### src/rtl/gpio_pkg.sv
package gpio_pkg;
    localparam int BANK_W    = 32;
    localparam int NUM_TYPES = 7;

    typedef enum logic [2:0] {
        RT_LEVEL = 3'd0,
        RT_DIR   = 3'd1,
        RT_SET   = 3'd2,
        RT_CLR   = 3'd3,
        RT_RISE  = 3'd4,
        RT_FALL  = 3'd5,
        RT_STAT  = 3'd6,
        RT_NONE  = 3'd7
    } reg_type_e;

    typedef enum logic {
        BUS_IDLE = 1'b0,
        BUS_RESP = 1'b1
    } bus_state_e;
endpackage

### src/rtl/gpio_sync_edge.sv
module gpio_sync_edge #(
    parameter int W = 32
) (
    input  logic         clk,
    input  logic         rst_n,
    input  logic [W-1:0] pin_async,
    output logic [W-1:0] level,
    output logic [W-1:0] rise_p,
    output logic [W-1:0] fall_p
);
    logic [W-1:0] meta_q;
    logic [W-1:0] sync_q;
    logic [W-1:0] prev_q;

    always_ff @(posedge clk) begin
        if (!rst_n) begin
            meta_q <= '0;
            sync_q <= '0;
            prev_q <= '0;
        end else begin
            meta_q <= pin_async;
            sync_q <= meta_q;
            prev_q <= sync_q;
        end
    end

    assign level  = sync_q;
    assign rise_p = sync_q & ~prev_q;
    assign fall_p = ~sync_q & prev_q;
endmodule

### src/rtl/gpio_bank.sv
module gpio_bank
    import gpio_pkg::*;
(
    input  logic              clk,
    input  logic              rst_n,
    input  logic              wr_en,
    input  reg_type_e         wr_type,
    input  logic [BANK_W-1:0] wdata,
    input  logic [BANK_W-1:0] rise_p,
    input  logic [BANK_W-1:0] fall_p,
    output logic [BANK_W-1:0] dir_q,
    output logic [BANK_W-1:0] out_q,
    output logic [BANK_W-1:0] rise_en_q,
    output logic [BANK_W-1:0] fall_en_q,
    output logic [BANK_W-1:0] stat_q
);
    logic [BANK_W-1:0] set_mask;
    logic [BANK_W-1:0] clr_mask;
    logic [BANK_W-1:0] ack_mask;
    logic [BANK_W-1:0] hit;

    assign set_mask = (wr_en && wr_type == RT_SET)  ? wdata : '0;
    assign clr_mask = (wr_en && wr_type == RT_CLR)  ? wdata : '0;
    assign ack_mask = (wr_en && wr_type == RT_STAT) ? wdata : '0;
    assign hit      = (rise_p & rise_en_q) | (fall_p & fall_en_q);

    always_ff @(posedge clk) begin
        if (!rst_n) begin
            dir_q     <= '0;
            rise_en_q <= '0;
            fall_en_q <= '0;
        end else if (wr_en) begin
            unique case (wr_type)
                RT_DIR:  dir_q     <= wdata;
                RT_RISE: rise_en_q <= wdata;
                RT_FALL: fall_en_q <= wdata;
                default: ;
            endcase
        end
    end

    always_ff @(posedge clk) begin
        if (!rst_n) begin
            out_q  <= '0;
            stat_q <= '0;
        end else begin
            out_q  <= (out_q | set_mask) & ~clr_mask;
            // a fresh edge outranks an acknowledge in the same cycle
            stat_q <= (stat_q & ~ack_mask) | hit;
        end
    end

    AST_LATCH_SET: assert property (@(posedge clk) disable iff (!rst_n)
        (set_mask != '0) |=> ((out_q & $past(set_mask)) == $past(set_mask)));
    AST_LATCH_CLR: assert property (@(posedge clk) disable iff (!rst_n)
        (clr_mask != '0) |=> ((out_q & $past(clr_mask)) == '0));
    AST_LATCH_HOLD: assert property (@(posedge clk) disable iff (!rst_n)
        (set_mask == '0 && clr_mask == '0) |=> $stable(out_q));
    AST_STATUS_STICKY: assert property (@(posedge clk) disable iff (!rst_n)
        1'b1 |=> ((stat_q & $past(stat_q & ~ack_mask)) == $past(stat_q & ~ack_mask)));
    AST_EDGE_WINS: assert property (@(posedge clk) disable iff (!rst_n)
        1'b1 |=> ((stat_q & $past(hit)) == $past(hit)));
endmodule

### src/rtl/gpio_bus_fsm.sv
module gpio_bus_fsm
    import gpio_pkg::*;
#(
    parameter int PINS   = 64,
    parameter int ADDR_W = 8
) (
    input  logic                       clk,
    input  logic                       rst_n,
    input  logic                       bus_en,
    input  logic                       bus_we,
    input  logic [ADDR_W-1:0]          bus_addr,
    input  logic [PINS-1:0]            lvl,
    input  logic [PINS-1:0]            dir,
    input  logic [PINS-1:0]            rise_en,
    input  logic [PINS-1:0]            fall_en,
    input  logic [PINS-1:0]            stat,
    output logic [PINS/BANK_W-1:0]     wr_bank,
    output reg_type_e                  wr_type,
    output logic [BANK_W-1:0]          bus_rdata,
    output logic                       bus_rvalid
);
    localparam int NB     = PINS / BANK_W;
    localparam int WORD_W = ADDR_W - 2;

    bus_state_e        state_q, state_d;
    logic [WORD_W-1:0] word;
    int                t_idx;
    int                b_idx;
    logic              in_range;
    logic              rd_req;
    logic [BANK_W-1:0] rd_sel;
    logic [BANK_W-1:0] rdata_q;

    assign word     = bus_addr[ADDR_W-1:2];
    assign t_idx    = int'(word) / NB;
    assign b_idx    = int'(word) % NB;
    assign in_range = (t_idx < NUM_TYPES) && (bus_addr[1:0] == 2'b00);
    assign wr_type  = in_range ? reg_type_e'(3'(t_idx)) : RT_NONE;
    assign rd_req   = bus_en && !bus_we;

    for (genvar b = 0; b < NB; b++) begin : g_wsel
        assign wr_bank[b] = bus_en && bus_we && in_range && (b_idx == b);
    end

    always_comb begin
        rd_sel = '0;
        unique case (wr_type)
            RT_LEVEL: rd_sel = lvl[b_idx*BANK_W +: BANK_W];
            RT_DIR:   rd_sel = dir[b_idx*BANK_W +: BANK_W];
            RT_RISE:  rd_sel = rise_en[b_idx*BANK_W +: BANK_W];
            RT_FALL:  rd_sel = fall_en[b_idx*BANK_W +: BANK_W];
            RT_STAT:  rd_sel = stat[b_idx*BANK_W +: BANK_W];
            default:  rd_sel = '0;
        endcase
    end

    always_comb begin
        state_d = state_q;
        unique case (state_q)
            BUS_IDLE: state_d = rd_req ? BUS_RESP : BUS_IDLE;
            BUS_RESP: state_d = rd_req ? BUS_RESP : BUS_IDLE;
            default:  state_d = BUS_IDLE;
        endcase
    end

    always_ff @(posedge clk) begin
        if (!rst_n) begin
            state_q <= BUS_IDLE;
            rdata_q <= '0;
        end else begin
            state_q <= state_d;
            if (rd_req) rdata_q <= rd_sel;
        end
    end

    always_comb begin
        bus_rvalid = (state_q == BUS_RESP);
        bus_rdata  = rdata_q;
    end

    AST_RVALID_AFTER_READ: assert property (@(posedge clk) disable iff (!rst_n)
        rd_req |=> bus_rvalid);
    AST_RVALID_NEEDS_READ: assert property (@(posedge clk) disable iff (!rst_n)
        !rd_req |=> !bus_rvalid);
    AST_OOR_READ_ZERO: assert property (@(posedge clk) disable iff (!rst_n)
        (rd_req && !in_range) |=> (bus_rdata == '0));
    AST_ONE_BANK_WRITE: assert property (@(posedge clk) disable iff (!rst_n)
        $onehot0(wr_bank));
endmodule

### src/rtl/gpio_banked_ctrl.sv
module gpio_banked_ctrl
    import gpio_pkg::*;
#(
    parameter int PINS   = 64,
    parameter int ADDR_W = 8
) (
    input  logic              clk,
    input  logic              rst_n,
    input  logic              bus_en,
    input  logic              bus_we,
    input  logic [ADDR_W-1:0] bus_addr,
    input  logic [31:0]       bus_wdata,
    output logic [31:0]       bus_rdata,
    output logic              bus_rvalid,
    input  logic [PINS-1:0]   pin_in,
    output logic [PINS-1:0]   pin_out,
    output logic [PINS-1:0]   pin_oe,
    output logic              irq
);
    localparam int NB = PINS / BANK_W;

    logic [PINS-1:0] lvl, rise_p, fall_p;
    logic [PINS-1:0] dir, outl, rise_en, fall_en, stat;
    logic [NB-1:0]   wr_bank;
    reg_type_e       wr_type;

    gpio_sync_edge #(.W(PINS)) u_sync (
        .clk       (clk),
        .rst_n     (rst_n),
        .pin_async (pin_in),
        .level     (lvl),
        .rise_p    (rise_p),
        .fall_p    (fall_p)
    );

    gpio_bus_fsm #(.PINS(PINS), .ADDR_W(ADDR_W)) u_bus (
        .clk        (clk),
        .rst_n      (rst_n),
        .bus_en     (bus_en),
        .bus_we     (bus_we),
        .bus_addr   (bus_addr),
        .lvl        (lvl),
        .dir        (dir),
        .rise_en    (rise_en),
        .fall_en    (fall_en),
        .stat       (stat),
        .wr_bank    (wr_bank),
        .wr_type    (wr_type),
        .bus_rdata  (bus_rdata),
        .bus_rvalid (bus_rvalid)
    );

    for (genvar b = 0; b < NB; b++) begin : g_bank
        gpio_bank u_bank (
            .clk       (clk),
            .rst_n     (rst_n),
            .wr_en     (wr_bank[b]),
            .wr_type   (wr_type),
            .wdata     (bus_wdata),
            .rise_p    (rise_p[b*BANK_W +: BANK_W]),
            .fall_p    (fall_p[b*BANK_W +: BANK_W]),
            .dir_q     (dir[b*BANK_W +: BANK_W]),
            .out_q     (outl[b*BANK_W +: BANK_W]),
            .rise_en_q (rise_en[b*BANK_W +: BANK_W]),
            .fall_en_q (fall_en[b*BANK_W +: BANK_W]),
            .stat_q    (stat[b*BANK_W +: BANK_W])
        );
    end

    assign pin_out = outl;
    assign pin_oe  = dir;
    assign irq     = |stat;

    AST_IRQ_FALL_NEEDS_WRITE: assert property (@(posedge clk) disable iff (!rst_n)
        $fell(irq) |-> $past(bus_en && bus_we));
endmodule

### config.mk
export PLATFORM = sky130hd
export DESIGN_NAME = gpio_banked_ctrl
export DESIGN_NICKNAME = d
export VERILOG_FILES = /design/src/rtl/gpio_pkg.sv /design/src/rtl/gpio_sync_edge.sv /design/src/rtl/gpio_bank.sv /design/src/rtl/gpio_bus_fsm.sv /design/src/rtl/gpio_banked_ctrl.sv
export SDC_FILE = /design/constraint.sdc
export NUM_CORES = 1
export LEC_CHECK = 0
export ABC_AREA = 1
export BUFFER_PORTS_ARGS = -buffer_cell sky130_fd_sc_hd__buf_2
export CELL_PAD_IN_SITES_DETAIL_PLACEMENT = 0
export CELL_PAD_IN_SITES_GLOBAL_PLACEMENT = 1
export CORE_AREA = 4 4 291 179
export CTS_CLUSTER_DIAMETER = 120
export DETAILED_ROUTE_END_ITERATION = 8
export DIE_AREA = 0 0 295 183
export PLACE_DENSITY = 0.88
export SETUP_SLACK_MARGIN = 0.5
export SYNTH_ARGS = -nofsm -noshare
export SYNTH_HDL_FRONTEND = slang
export SYNTH_SLANG_ARGS = --single-unit
### constraint.sdc
create_clock -name clk -period 3.1 [get_ports clk]
set_input_delay 0.465 -clock clk [delete_from_list [all_inputs] [get_ports clk]]
set_output_delay 0.465 -clock clk [all_outputs]
set_load 0.03 [all_outputs]
==> results by group <==
Detailed routing
  – Drt pass-1 iters: 8
  – Initial DRC count: 2,526
  – DRC viols: 0
  – DR WL/cell: about 19 µm
  – DRT Wirelength: ~75,000 µm
  – DRT antenna net count: 0
  – Via count: roughly 21k
  – Vias per inst: approximately 5.3

Global route
  – Pin count of the biggest net entering global routing: between 100 and 150
  – Grt ovf: 0
  – GR Util All Layers: between 20% and 30%
  – Number of global-route vias before repair: about 20k
  – Initial antenna violation count: 2
  – First-pass GRT wire length: approximately 110,000 µm

Synth
  – Syn nets: between 3k and 4k
  – Part of the Yosys area used for sequential elements: 49.50%
  – Commonest cells post-synth: nand2_1, dfxtp_1, inv_1
  – Syn. warnings: 0
  – Largest area contributor in the netlist: dfxtp_1
  – Mean area per synthesized cell: about 7.1 µm²
  – Synth Flop Type: dfxtp_1
  – Area of the mapped netlist: roughly 22,000 µm²
  – Synth async-reset ratio: 0%
  – Post-synth EDFFs: 0
  – Most common cell in the synthesized netlist: nand2_1
  – Post-Syn Instances: 3,104
  – Post-synth top area share: between 40% and 50%
  – Synth unique cells: 26
  – #FFs+latches synth: 545
  – Synth area leaders: dfxtp_1, nand2_1, a21oi_1

Clock network
  – Clock root cell: clkbuf_16
  – Max clock buf depth: 3
  – Setup bufs post-CTS: 0
  – Clk sink count: approximately 550
  – Hold-fix buffers at CTS: 0
  – Clk_lat worst skew: 580 ps
  – H-tree levels: 2
  – CTS Buf Count: 51
  – Clk slew on worst S/H paths: 70 ps
  – CTS tree: done

Floorplanning
  – I/O pins: 270
  – Row count: 63
  – Core Area: 49,110 µm²
  – Initial Util: between 40% and 50%
  – Total die area: 53,990 µm²
  – Die X: between 200 and 300 µm
  – Die H: ~180 µm

Placement
  – Gpl congestion: around 0.90
  – Placed Cells: just under 4k
  – Input/output buffers: between 200 and 300
  – Dpl hpwl: just under 50,000 µm

Finish
  – Nets: ~3.4k
  – Synthesis-to-finish area growth: 16.72%
  – # diodes: 0
  – Post-layout util: 52.39%
  – Share of cells above drive strength 1: ~14%
  – Non-Filler Instances: approximately 4.0k

Min path
  – Min-delay src: pin_in[38]
  – Hold Crit Class: primary input to flop

Worst setup path
  – Reg2Reg Depth: 6
  – Critical Path RT: approximately 2600 ps
  – Critical path class: flop to output port
  – Worst Path Arrival: approximately 2100 ps
  – R2r setup slk: between 1500 and 2000 ps
  – RR Endpoint: u_bus.bus_rdata[16]$_SDFFE_PN0P_
  – Crit. Startpoint: g_bank[1].u_bank.stat_q[15]$_SDFF_PN0_
  – Worst-path fanout max: 3
  – Setup crit end kind: output port
  – Reg2reg start: g_bank[1].u_bank.fall_en_q[16]$_SDFFE_PN0P_
  – CP Launch Type: flop
  – CP endpoint: irq

Outcome
  – Status: finished clean

Timing
  – RSZ-0062 raised after global routing: false
  – Worst-Margin Slew: 1378 ps
  – Fmax: 385.6 MHz
  – Tcrit/Tclk final: between 80% and 90%
  – Max-Slew Margin vs Limit: under 10%
  – Pins Over Slew Limit: 0
  – Setup Viol. Count Final: 0
  – Skew final: 19.28 ps
  – Fin. Hold Viols: 0
  – Post-route minimum period: 2593 ps
  – Total negative setup slack: 0 ps

Power and ir drop
  – P_leak: ~12 nW
  – PD cells: between 500 and 600 nW/µm²
  – Peak VDD IR: ~380 µV

Run
  – Max-cap viol count: 0
==> where the power goes <==
part           internal, mW  total (mW)  switching, mW
Combinational         0.197       0.702          0.505
Clock                  3.74        6.51           2.77
Sequential             7.10        7.15         0.0493
==> stage by stage <==
| stage | setup slack (ps) | power, mW | cell area, µm² | hold WS (ps) |
|---|---|---|---|---|
| 2_1_floorplan | 1264 | 7.724 | 22040 | 390.5 |
| 3_3_place_gp | 428.9 | 7.987 | 23940 | 393.7 |
| 3_5_place_dp | 380.3 | 7.996 | 23940 | 396.4 |
| 4_1_cts | 504.2 | 14.43 | 25700 | 43.96 |
| 5_1_grt | 500.3 | 14.85 | 25730 | 47.61 |
| 6_report | 506.9 | 14.37 | 25730 | 60.49 |
==> worst max-delay path, cell delays in order (launching register included) <==
cell,delay [ps]
dfxtp_1,360
nor4_2,490
nand4_1,260
nor2_1,160
nand2_1,100
buf_2,190
==> what timing repair did <==
action / CTS / global route
endpoints found under the setup margin: 1 / 1
gates resized for setup: 6 / 5
pin swaps: 0 / 0
==> layout make-up <==
cell class / count / area (µm²)
inverters: 428 / 1613
well taps: 650 / 813.3
clock inverters: 18 / 198.9
flip-flops and latches: 545 / 10910
fillers: 4788 / 23380
clock buffers: 74 / 1525
multi-input cells: 1914 / 8696
repair buffers: 329 / 1972
==> sequential cells by signal (all words and copies together) (netlist names) <==
register	count
g_bank.u_bank.stat_q	64
g_bank.u_bank.rise_en_q	64
u_sync.level	64
g_bank.u_bank.fall_en_q	64
u_bus.bus_rdata	32
u_sync.prev_q	64
u_sync.meta_q	64
g_bank.u_bank.dir_q	64
u_bus.bus_rvalid	1
g_bank.u_bank.out_q	64
==> metal layers <==
metal | wire (µm) | up-vias | GRT usage (%)
li1 | - | 10170 | -
met1 | 32470 | 9730 | 37.48
met2 | 32110 | 1085 | 41.40
met3 | 8321 | 164 | 6.790
met4 | 2317 | 4 | 8.173
met5 | 30 | - | 0
==> layout by cell type, fill, tap and decap left out, types with 2 or more instances in the layout <==
cell	Yosys	layout
nand2_2	5	10
nand2_1	697	692
dfxtp_1	545	545
bufinv_16	0	4
o21ai_1	173	173
o21ai_0	133	133
nor4_2	0	11
buf_4	10	48
o22ai_1	10	10
nand4_1	25	25
clkinvlp_4	0	2
nor2_1	256	254
clkbuf_8	0	12
and2_2	0	2
nand3_1	164	164
nor2_4	1	3
nor4_1	16	5
nand3_2	4	4
buf_2	67	267
clkbuf_1	129	9
clkinv_2	0	12
clkbuf_16	0	53
inv_1	418	418
inv_2	9	8
a31oi_1	64	64
a21oi_1	356	356
nor3_1	2	2
buf_12	0	13
nor2_2	4	4
==> cells by family after synthesis <==
logic type	count (synthesis)	share of synthesized area (%)
AOI/OAI and AO/OA	737	17.17
and+or+nand+nor	1177	21.80
buffers and inverters	645	11.53
DFF	545	49.50
==> how the worst min path moves through the flow <==
stage | cells past startpoint | endpoint | slack (ps)
6_report | 3 | u_sync.meta_q[38]$_SDFF_PN0_ | 60
5_1_grt | 3 | u_sync.meta_q[34]$_SDFF_PN0_ | 50
4_1_cts | 3 | u_sync.meta_q[34]$_SDFF_PN0_ | 40
3_5_place_dp | 2 | u_sync.level[47]$_SDFF_PN0_ | 400
3_3_place_gp | 2 | u_sync.level[42]$_SDFF_PN0_ | 390
2_1_floorplan | 2 | u_sync.level[0]$_SDFF_PN0_ | 390
Note: power is estimated with default switching activity, not from simulation.
